File: config.mk
export PLATFORM = sky130hd
export DESIGN_NAME = ddr_mrs_sequencer
export DESIGN_NICKNAME = d
export VERILOG_FILES = /design/src/rtl/ddr_mrs_pkg.sv /design/src/rtl/ddr_mrs_word_build.sv /design/src/rtl/ddr_mrs_seq_fsm.sv /design/src/rtl/ddr_mrs_dll_lock.sv /design/src/rtl/ddr_mrs_sequencer.sv
export SDC_FILE = /design/constraint.sdc
export NUM_CORES = 1
export LEC_CHECK = 0
export BUFFER_PORTS_ARGS = -buffer_cell sky130_fd_sc_hd__buf_2
export CAP_MARGIN = 20
export CORE_MARGIN = 5
export CORE_UTILIZATION = 40
export CTS_CLUSTER_SIZE = 20
export DETAILED_ROUTE_END_ITERATION = 8
export PLACE_DENSITY = 0.59
export SYNTH_ARGS = -nofsm -noshare
export SYNTH_HDL_FRONTEND = slang
export SYNTH_SLANG_ARGS = --single-unit
File: constraint.sdc
create_clock -name clk -period 1.7 [get_ports clk]
set_input_delay 0.255 -clock clk [delete_from_list [all_inputs] [get_ports clk]]
set_output_delay 0.255 -clock clk [all_outputs]
set_load 0.05 [all_outputs]
File: src/rtl/ddr_mrs_pkg.sv
package ddr_mrs_pkg;

  typedef enum logic [2:0] {
    ST_IDLE    = 3'd0,
    ST_EMR     = 3'd1,
    ST_GAP     = 3'd2,
    ST_MR_RST  = 3'd3,
    ST_MR_NORM = 3'd4
  } seq_state_e;

  typedef struct packed {
    logic cs_n;
    logic ras_n;
    logic cas_n;
    logic we_n;
  } cmd_pins_t;

  localparam cmd_pins_t CMD_NOP = cmd_pins_t'(4'b0111);
  localparam cmd_pins_t CMD_LMR = cmd_pins_t'(4'b0000);

  localparam logic [1:0] CAS_SEL_2   = 2'd0;
  localparam logic [1:0] CAS_SEL_2P5 = 2'd1;
  localparam logic [1:0] CAS_SEL_3   = 2'd2;

  function automatic logic [2:0] cas_code(input logic [1:0] sel);
    case (sel)
      CAS_SEL_2:   cas_code = 3'b010;
      CAS_SEL_2P5: cas_code = 3'b110;
      CAS_SEL_3:   cas_code = 3'b011;
      default:     cas_code = 3'b000;
    endcase
  endfunction

endpackage

File: src/rtl/ddr_mrs_word_build.sv
module ddr_mrs_word_build
  import ddr_mrs_pkg::*;
(
  input  logic [2:0] burst_len,
  input  logic       burst_interleave,
  input  logic [1:0] cas_sel,
  input  logic       freq_hi,
  input  logic       dll_en,
  input  logic       drv_reduced,
  output logic       legal,
  output logic [6:0] mr_low,
  output logic [1:0] emr_low
);

  logic sel_valid;
  logic speed_ok;

  always_comb begin
    sel_valid = (cas_sel != 2'd3);
    speed_ok  = (cas_sel != CAS_SEL_3) || freq_hi;
    legal     = sel_valid && speed_ok;
    mr_low    = {cas_code(cas_sel), burst_interleave, burst_len};
    emr_low   = {drv_reduced, ~dll_en};
  end

endmodule

File: src/rtl/ddr_mrs_seq_fsm.sv
module ddr_mrs_seq_fsm
  import ddr_mrs_pkg::*;
#(
  parameter int ADDR_W = 13,
  parameter int BA_W   = 2,
  parameter int TMRD   = 2
)(
  input  logic              clk,
  input  logic              rst_n,
  input  logic              start,
  input  logic              legal,
  input  logic [6:0]        mr_low_in,
  input  logic [1:0]        emr_low_in,
  input  logic              dll_en_in,
  input  logic              banks_idle,
  input  logic              burst_active,
  output cmd_pins_t         cmd,
  output logic [BA_W-1:0]   ba,
  output logic [ADDR_W-1:0] addr,
  output logic              ready,
  output logic              emr_fire,
  output logic              emr_dll_on
);

  localparam int GAP_W = $clog2(TMRD + 1);
  localparam logic [GAP_W-1:0] GAP_INIT = GAP_W'(TMRD - 1);
  localparam logic [GAP_W-1:0] GAP_ONE  = GAP_W'(1);
  localparam logic [BA_W-1:0]  BA_EMR   = BA_W'(1);

  seq_state_e        state_q, state_d, after_q, after_d, follow;
  logic [GAP_W-1:0]  gap_q, gap_d;
  logic [6:0]        mr_low_q;
  logic [1:0]        emr_low_q;
  logic              dll_q;
  logic              cfg_ld;
  logic              issue;
  cmd_pins_t         cmd_d, cmd_q;
  logic [BA_W-1:0]   ba_d, ba_q;
  logic [ADDR_W-1:0] addr_d, addr_q;

  function automatic logic [ADDR_W-1:0] mr_word(input logic [6:0] low, input logic dll_rst);
    mr_word      = '0;
    mr_word[6:0] = low;
    mr_word[8]   = dll_rst;
  endfunction

  function automatic logic [ADDR_W-1:0] emr_word(input logic [1:0] low);
    emr_word      = '0;
    emr_word[1:0] = low;
  endfunction

  // next-state and command decode
  always_comb begin
    state_d  = state_q;
    gap_d    = gap_q;
    after_d  = after_q;
    cfg_ld   = 1'b0;
    issue    = 1'b0;
    follow   = ST_IDLE;
    emr_fire = 1'b0;
    cmd_d    = CMD_NOP;
    ba_d     = '0;
    addr_d   = '0;
    case (state_q)
      ST_IDLE: begin
        if (start && legal) begin
          cfg_ld  = 1'b1;
          state_d = ST_EMR;
        end
      end
      ST_EMR: begin
        if (banks_idle && !burst_active) begin
          issue    = 1'b1;
          emr_fire = 1'b1;
          ba_d     = BA_EMR;
          addr_d   = emr_word(emr_low_q);
          follow   = dll_q ? ST_MR_RST : ST_MR_NORM;
        end
      end
      ST_MR_RST: begin
        issue  = 1'b1;
        addr_d = mr_word(mr_low_q, 1'b1);
        follow = ST_MR_NORM;
      end
      ST_MR_NORM: begin
        issue  = 1'b1;
        addr_d = mr_word(mr_low_q, 1'b0);
        follow = ST_IDLE;
      end
      ST_GAP: begin
        if (gap_q <= GAP_ONE) state_d = after_q;
        else                  gap_d   = gap_q - GAP_ONE;
      end
      default: state_d = ST_IDLE;
    endcase
    if (issue) begin
      cmd_d   = CMD_LMR;
      after_d = follow;
      gap_d   = GAP_INIT;
      state_d = (TMRD > 1) ? ST_GAP : follow;
    end
  end

  // state registers
  always_ff @(posedge clk or negedge rst_n) begin
    if (!rst_n) begin
      state_q <= ST_IDLE;
      after_q <= ST_IDLE;
      gap_q   <= '0;
    end else begin
      state_q <= state_d;
      after_q <= after_d;
      gap_q   <= gap_d;
    end
  end

  // request capture, enabled at acceptance
  always_ff @(posedge clk or negedge rst_n) begin
    if (!rst_n) begin
      mr_low_q  <= '0;
      emr_low_q <= '0;
      dll_q     <= 1'b0;
    end else if (cfg_ld) begin
      mr_low_q  <= mr_low_in;
      emr_low_q <= emr_low_in;
      dll_q     <= dll_en_in;
    end
  end

  // registered command/address bus
  always_ff @(posedge clk or negedge rst_n) begin
    if (!rst_n) begin
      cmd_q  <= CMD_NOP;
      ba_q   <= '0;
      addr_q <= '0;
    end else begin
      cmd_q  <= cmd_d;
      ba_q   <= ba_d;
      addr_q <= addr_d;
    end
  end

  assign cmd        = cmd_q;
  assign ba         = ba_q;
  assign addr       = addr_q;
  assign ready      = (state_q == ST_IDLE);
  assign emr_dll_on = emr_fire && dll_q;

endmodule

File: src/rtl/ddr_mrs_dll_lock.sv
module ddr_mrs_dll_lock #(
  parameter int LOCK_CYCLES = 200
)(
  input  logic clk,
  input  logic rst_n,
  input  logic emr_fire,
  input  logic emr_dll_on,
  input  logic cke,
  output logic read_ok
);

  localparam int CNT_W = $clog2(LOCK_CYCLES + 1);
  localparam logic [CNT_W-1:0] CNT_LAST = CNT_W'(LOCK_CYCLES - 1);
  localparam logic [CNT_W-1:0] CNT_ONE  = CNT_W'(1);

  logic             on_q, on_d;
  logic             ok_q, ok_d;
  logic [CNT_W-1:0] cnt_q, cnt_d;

  always_comb begin
    on_d  = on_q;
    ok_d  = ok_q;
    cnt_d = cnt_q;
    if (emr_fire) begin
      on_d  = emr_dll_on;
      ok_d  = 1'b0;
      cnt_d = '0;
    end else if (on_q && !ok_q) begin
      if (cke) begin
        cnt_d = cnt_q + CNT_ONE;
        if (cnt_q == CNT_LAST) ok_d = 1'b1;
      end else begin
        cnt_d = '0;
      end
    end
  end

  always_ff @(posedge clk or negedge rst_n) begin
    if (!rst_n) begin
      on_q  <= 1'b0;
      ok_q  <= 1'b0;
      cnt_q <= '0;
    end else begin
      on_q  <= on_d;
      ok_q  <= ok_d;
      cnt_q <= cnt_d;
    end
  end

  assign read_ok = ok_q;

endmodule

File: src/rtl/ddr_mrs_sequencer.sv
module ddr_mrs_sequencer
  import ddr_mrs_pkg::*;
#(
  parameter int ADDR_W      = 13,
  parameter int BA_W        = 2,
  parameter int TMRD        = 2,
  parameter int LOCK_CYCLES = 200
)(
  input  logic              clk,
  input  logic              rst_n,
  input  logic              start,
  input  logic [2:0]        cfg_burst_len,
  input  logic              cfg_burst_interleave,
  input  logic [1:0]        cfg_cas_sel,
  input  logic              cfg_freq_hi,
  input  logic              cfg_dll_en,
  input  logic              cfg_drv_reduced,
  input  logic              banks_idle,
  input  logic              burst_active,
  input  logic              cke,
  output logic              cs_n,
  output logic              ras_n,
  output logic              cas_n,
  output logic              we_n,
  output logic [BA_W-1:0]   ba,
  output logic [ADDR_W-1:0] addr,
  output logic              ready,
  output logic              read_ok
);

  logic       legal;
  logic [6:0] mr_low;
  logic [1:0] emr_low;
  logic       emr_fire;
  logic       emr_dll_on;
  cmd_pins_t  cmd;

  ddr_mrs_word_build u_words (
    .burst_len        (cfg_burst_len),
    .burst_interleave (cfg_burst_interleave),
    .cas_sel          (cfg_cas_sel),
    .freq_hi          (cfg_freq_hi),
    .dll_en           (cfg_dll_en),
    .drv_reduced      (cfg_drv_reduced),
    .legal            (legal),
    .mr_low           (mr_low),
    .emr_low          (emr_low)
  );

  ddr_mrs_seq_fsm #(
    .ADDR_W (ADDR_W),
    .BA_W   (BA_W),
    .TMRD   (TMRD)
  ) u_fsm (
    .clk          (clk),
    .rst_n        (rst_n),
    .start        (start),
    .legal        (legal),
    .mr_low_in    (mr_low),
    .emr_low_in   (emr_low),
    .dll_en_in    (cfg_dll_en),
    .banks_idle   (banks_idle),
    .burst_active (burst_active),
    .cmd          (cmd),
    .ba           (ba),
    .addr         (addr),
    .ready        (ready),
    .emr_fire     (emr_fire),
    .emr_dll_on   (emr_dll_on)
  );

  ddr_mrs_dll_lock #(
    .LOCK_CYCLES (LOCK_CYCLES)
  ) u_lock (
    .clk        (clk),
    .rst_n      (rst_n),
    .emr_fire   (emr_fire),
    .emr_dll_on (emr_dll_on),
    .cke        (cke),
    .read_ok    (read_ok)
  );

  assign cs_n  = cmd.cs_n;
  assign ras_n = cmd.ras_n;
  assign cas_n = cmd.cas_n;
  assign we_n  = cmd.we_n;

endmodule

# Word-level counts from Yosys, hierarchy flattened
# Cells that the tools add are included.
[word_totals] ff_bits=46
[classes] addsub=2 order_cmp=1 n_eq_ne=13 mux=28 bitwise=1 reduce_logical=19
[op_table] cell="$pmux W13 S3" n=1
[op_table] cell="$mux W8" n=3
[op_table] cell="$mux W3" n=6
[op_table] cell="$pmux W3 S3" n=2
[op_table] cell="$mux W2" n=5
[op_table] cell="$mux W1" n=9
[op_table] cell="$add A8 B1 Y8 const B" n=1
[op_table] cell="$eq A8 B8 Y1 const B" n=1
[op_table] cell="$reduce_bool A2 Y1" n=4
[op_table] cell="$eq A3 B2 Y1 const B" n=2
[op_table] cell="$ne A3 B1 Y1 const B" n=2
[op_table] cell="$pmux W3 S2" n=1
[op_table] cell="$reduce_and A3 Y1" n=2
[op_table] cell="$logic_and A1 B1 Y1" n=5
[op_table] cell="$ne A2 B1 Y1 const B" n=2
[op_table] cell="$ne A2 B2 Y1 const B" n=2
[op_table] cell="$eq A3 B1 Y1 const B" n=1
[op_table] cell="$eq A3 B3 Y1 const B" n=1
[op_table] cell="$logic_not A3 Y1" n=1
[op_table] cell="$reduce_or A3 Y1" n=1
[op_table] cell="$eq A2 B1 Y1 const B" n=1
[op_table] cell="$eq A2 B2 Y1 const B" n=1
[op_table] cell="$le A2 B1 Y1 const B" n=1
[op_table] cell="$logic_not A1 Y1" n=2
[op_table] cell="other kinds (7)" n=7

# Logic depth before layout (Yosys ltp)
[logic_depth] word_depth=7 depth_mapped=6

# By module
# Synthesis repeated with hierarchy kept, for this count alone.
[hier_totals] hier_cells=170 hier_area_um2=1886.8
[by_module_without_submodules] module="ddr_mrs_seq_fsm" n_inst=1 cells_each=100 area_per_inst_um2=1255.0 seq_area_each_um2=676.9
[by_module_without_submodules] module="ddr_mrs_dll_lock" n_inst=1 cells_each=59 area_per_inst_um2=563.0 seq_area_each_um2=250.2
[by_module_without_submodules] module="ddr_mrs_word_build" n_inst=1 cells_each=11 area_per_inst_um2=68.8 seq_area_each_um2=0.0

# Worst setup path after synthesis
# Ideal clock, no wire load.
[synth_path] kind="register -> register" from="register u_fsm.state_q[2]" to="register u_fsm.dll_q" setup_time_ns=0.125 arrival_time_ns=1.699 t_required_ns=1.575 setup_slack_ns=-0.124 path_stages_with_launch=5 n_path_buf=1 path_cell_list="dfrtp_1 -> nor3_4 -> o211a_4 -> buf_6 -> mux2_4"
[synth_between] elab_chain_cells=2
[synth_lines] element="start: declaration" line_no="ddr_mrs_seq_fsm.sv:30" text="seq_state_e state_q, state_d, after_q, after_d, follow;"
[synth_lines] element="start signal: assignment" line_no="ddr_mrs_seq_fsm.sv:111" text="state_q <= state_d;"
[synth_lines] element="$logic_not A3 Y1"
[synth_lines] element="net ready" line_no="ddr_mrs_sequencer.sv:27" text="output logic ready,"
[synth_lines] element="$mux W1" line_no="ddr_mrs_seq_fsm.sv:64" text="case (state_q)"
[synth_lines] element="end signal: assignment" line_no="ddr_mrs_seq_fsm.sv:126" text="dll_q <= dll_en_in;"
[synth_lines] element="end: declaration" line_no="ddr_mrs_seq_fsm.sv:34" text="logic dll_q;"
# The timed path passes the listed nets, and every way through them passes these cells.
# A chain may end at the register's enable or synchronous reset.

# Worst setup path in the final report
[layout_path] from="register u_fsm.state_q[0]" to="output port ready"
[layout_between] elab_chain_cells=1
[layout_lines] element="$logic_not A3 Y1" line_no="ddr_mrs_seq_fsm.sv:146" text="assign ready = (state_q == ST_IDLE);"
[layout_lines] element="end: declaration" line_no="ddr_mrs_sequencer.sv:27"
# Every way passes these cells.

==> key figures <==
Outcome
  – Outcome: finished clean

Worst setup path
  – Worst-path fanout max: 13
  – WP data arrival: 1.34 ns
  – Startpoint types: flip-flop
  – Crit path launch: u_fsm.state_q[0]
  – WP data required: 1.44 ns
  – WS Path Type: flip-flop to output pin
  – Reg2Reg Launch Point: u_fsm.state_q[0]
  – Crit. End Element: output pin

Timing
  – Max-slew violation count: 0
  – Final hold violation count: 0
  – Layout Skew: 0.00983 ns
  – Final Setup Violations: 0
  – Final min period: 1.59 ns
  – Unrepaired setup endpoints after global routing: no
  – Fin crit share: 93.7%
  – Hold_ws: 0.147 ns
  – Fmax: 0.628 GHz

Placed design
  – Cell Area, Placed: 1890 µm²
  – Port bufs: 28
  – Final RePlAce weighted congestion: 0.872
  – Placed insts: 231
  – HPWL Detailed: 2.54 mm

Floorplanning
  – I/O pins: 36
  – Chip Height: 76.1 µm
  – Die Area: 5780 µm²
  – Initial core utilization: 40.6%
  – Total core area: 4290 µm²
  – Die W: 76.1 µm
  – Row cnt: 24

CTS
  – Clock latency on the worst-skew pair: 0.29 ns
  – Clock transition at path regs: 0.08 ns
  – Max clock buf depth: 2
  – CTS tree: built
  – Root Buffer: clkbuf_8
  – Sink Count: 37
  – H-tree Lvls: 2
  – CTS Buf Count: 5

Detailed routing
  – DR WL/cell: 14.3 µm
  – Starting DRT DRC Count: 71
  – Vias per std cell: 5.23
  – Drt drc: 0
  – Drt total wl: 3.43 mm
  – Vias: 1251
  – DRT antenna net count: 0
  – Drt pass-1 iters: 4

Power and ir drop
  – Internal: 2.01 mW
  – Clk pwr share: 21.8%
  – Leakage: 0.949 nW
  – Max IR drop VDD: 0.000643 V
  – Flop pwr share: 41.7%
  – PD cells: 1650 nW/µm²
  – P_sw: 1.29 mW
  – Combinational share of power: 36.6%
  – Switching share of power: 39.2%

Yosys
  – Sequential fraction of the synthesis area: 53.1%
  – Post-synthesis register bit count: 37
  – Yosys warns: 0
  – Synth Cell Area: 1750 µm²
  – Post-synthesis cell type count: 46
  – Mean post-synth cell area: 11.0 µm²
  – Dominant synthesized flop cell: dfrtp_1
  – Synth async-reset ratio: 100%
  – Post-Syn Instances: 159
  – Post-synth EDFFs: 0

Finish
  – Fin nets: 204
  – Post-route cell area: 2010 µm²
  – Area growth, synth to finish: 14.9%
  – Multi-input gate area: 713 µm²
  – ANT cells: 0
  – Layout cells sized above 1: 26.7%
  – Filler Cell Count: 418
  – Reg area: 927 µm²
  – Final Instance Count excl. Fillers: 239

Global route
  – Grt ovf: 0
  – First-pass GRT wire length: 5.91 mm
  – Vias in the first global route: 1290
  – Total GRT Usage: 12.3%
  – Initial antenna violation count: 0
  – Pin count of the biggest net entering global routing: 21

Hold path
  – Hold Crit Start: cfg_dll_en
  – Worst min-delay path class: input port to flip-flop

Flow run
  – Max-cap violation count: 0
-- power groups by stage --
stage	sequential, mW	combinational, mW	clock [mW]
after floorplan	1.53	0.855	0
after global placement	1.37	1.20	0
after detailed placement	1.39	1.22	0
after CTS	1.38	1.22	0.749
after global routing	1.41	1.31	0.784
final	1.38	1.21	0.718
-- worst max-delay path: stages, from the launching register on --
cell and delay, ns:
dfrtp_1 0.52, nor3_4 0.24, buf_2 0.29
-- kinds of logic after synthesis --
logic type	after synthesis	share of synthesized area (%)
compound gates	38	14.5
flops	37	53.1
mux	8	6.24
fa+ha+maj	2	1.43
buf+inv	21	7.31
other cells	1	0.215
simple gates	52	17.2
-- per-stage QoR --
stage / power, mW / utilization [%] / setup TNS, ns / setup WS, ns
after CTS: 3.35 / 46.7 / 0 / 0.0892
after detailed placement: 2.61 / 44.1 / 0 / 0.165
after global placement: 2.57 / 44.1 / 0 / 0.226
after floorplan: 2.39 / - / -0.565 / -0.113
final: 3.30 / 46.7 / 0 / 0.107
after global routing: 3.51 / 46.7 / 0 / 0.0552
-- layer usage --
layer / vias up / routed length [µm] / GRT usage (%) / share of wire [%]
met3: 4 / 210 / 4.61 / 6.1
met4: 0 / 35 / 4.02 / 1.0
met5: - / 0 / 0 / 0
met2: 38 / 1740 / 20.2 / 51
met1: 611 / 1440 / 14.8 / 42
li1: 598 / - / - / -
-- sequential cells by signal (all words and copies together), names as in the netlist --
signal	cells
u_fsm.gap_q	2
u_lock.cnt_q	8
u_fsm.emr_low_q	2
u_fsm.dll_q	1
u_fsm.addr	8
u_fsm.state_q	3
u_lock.read_ok	1
u_fsm.mr_low_q	7
u_fsm.cmd	1
u_fsm.after_q	2
u_lock.on_q	1
u_fsm.ba	1
-- cells in the mapped netlist, types with 2 or more instances --
cell type,number,area (µm²)
clkinv_1,2,7.51
or2_1,2,12.5
dfrtp_1,36,901
o21ai_0,6,30.0
clkbuf_1,2,7.51
buf_4,10,75.1
nor3_1,2,10.0
a21oi_1,14,70.1
mux2_1,3,33.8
nand2_1,7,26.3
nor2_1,13,48.8
nand4_1,4,25.0
o311ai_1,2,17.5
inv_1,2,7.51
nor2b_1,5,31.3
buf_2,3,15.0
ha_1,2,25.0
nand3_1,3,15.0
o21ai_1,2,10.0
a22o_1,4,35.0
mux2_4,5,75.1
and2_1,6,37.5
-- layout make-up --
cell class                 count  area share (%)
multi-input combinational    107            35.6
clock buffer                   5            3.43
sequential                    37            46.2
clock inverter                 2            1.75
timing repair buffer          31            8.86
tap                           52            3.24
inverter                       5           0.936
-- layout by cell type (no fill, tap or decap), types with 2 or more instances in the layout --
master | netlist | layout
a21oi_1 | 14 | 14
a22o_1 | 4 | 4
and2_1 | 6 | 6
buf_2 | 3 | 28
clkbuf_8 | 0 | 5
clkinv_1 | 2 | 2
conb_1 | 1 | 7
dfrtp_1 | 36 | 36
ha_1 | 2 | 2
inv_1 | 2 | 2
mux2_1 | 3 | 3
mux2_4 | 5 | 5
nand2_1 | 7 | 7
nand3_1 | 3 | 3
nand4_1 | 4 | 4
nor2_1 | 13 | 13
nor2b_1 | 5 | 5
nor3_1 | 2 | 2
o21ai_0 | 6 | 6
o21ai_1 | 2 | 2
o311ai_1 | 2 | 2
or2_1 | 2 | 2
-- worst paths after layout --
path                                           end  slack [ns]  cells after the start
worst min-delay path            u_fsm.emr_low_q[0]        0.15                      2
min in group asynchronous            u_fsm.addr[6]        0.46                      2
worst min register to register   u_fsm.mr_low_q[5]        0.47                      1
max in group asynchronous             u_fsm.cmd[1]        0.70                      3
worst max-delay path                         ready        0.11                      2
worst max register to register  u_fsm.emr_low_q[1]        0.18                      3
-- timing repair --
action / CTS / global route
endpoints found under the hold margin: 19 / 0
resized for setup: 0 / 0
setup buffers: 0 / 0
hold buffers: 1 / 0
No activity file was read; power rests on OpenSTA's default activity.
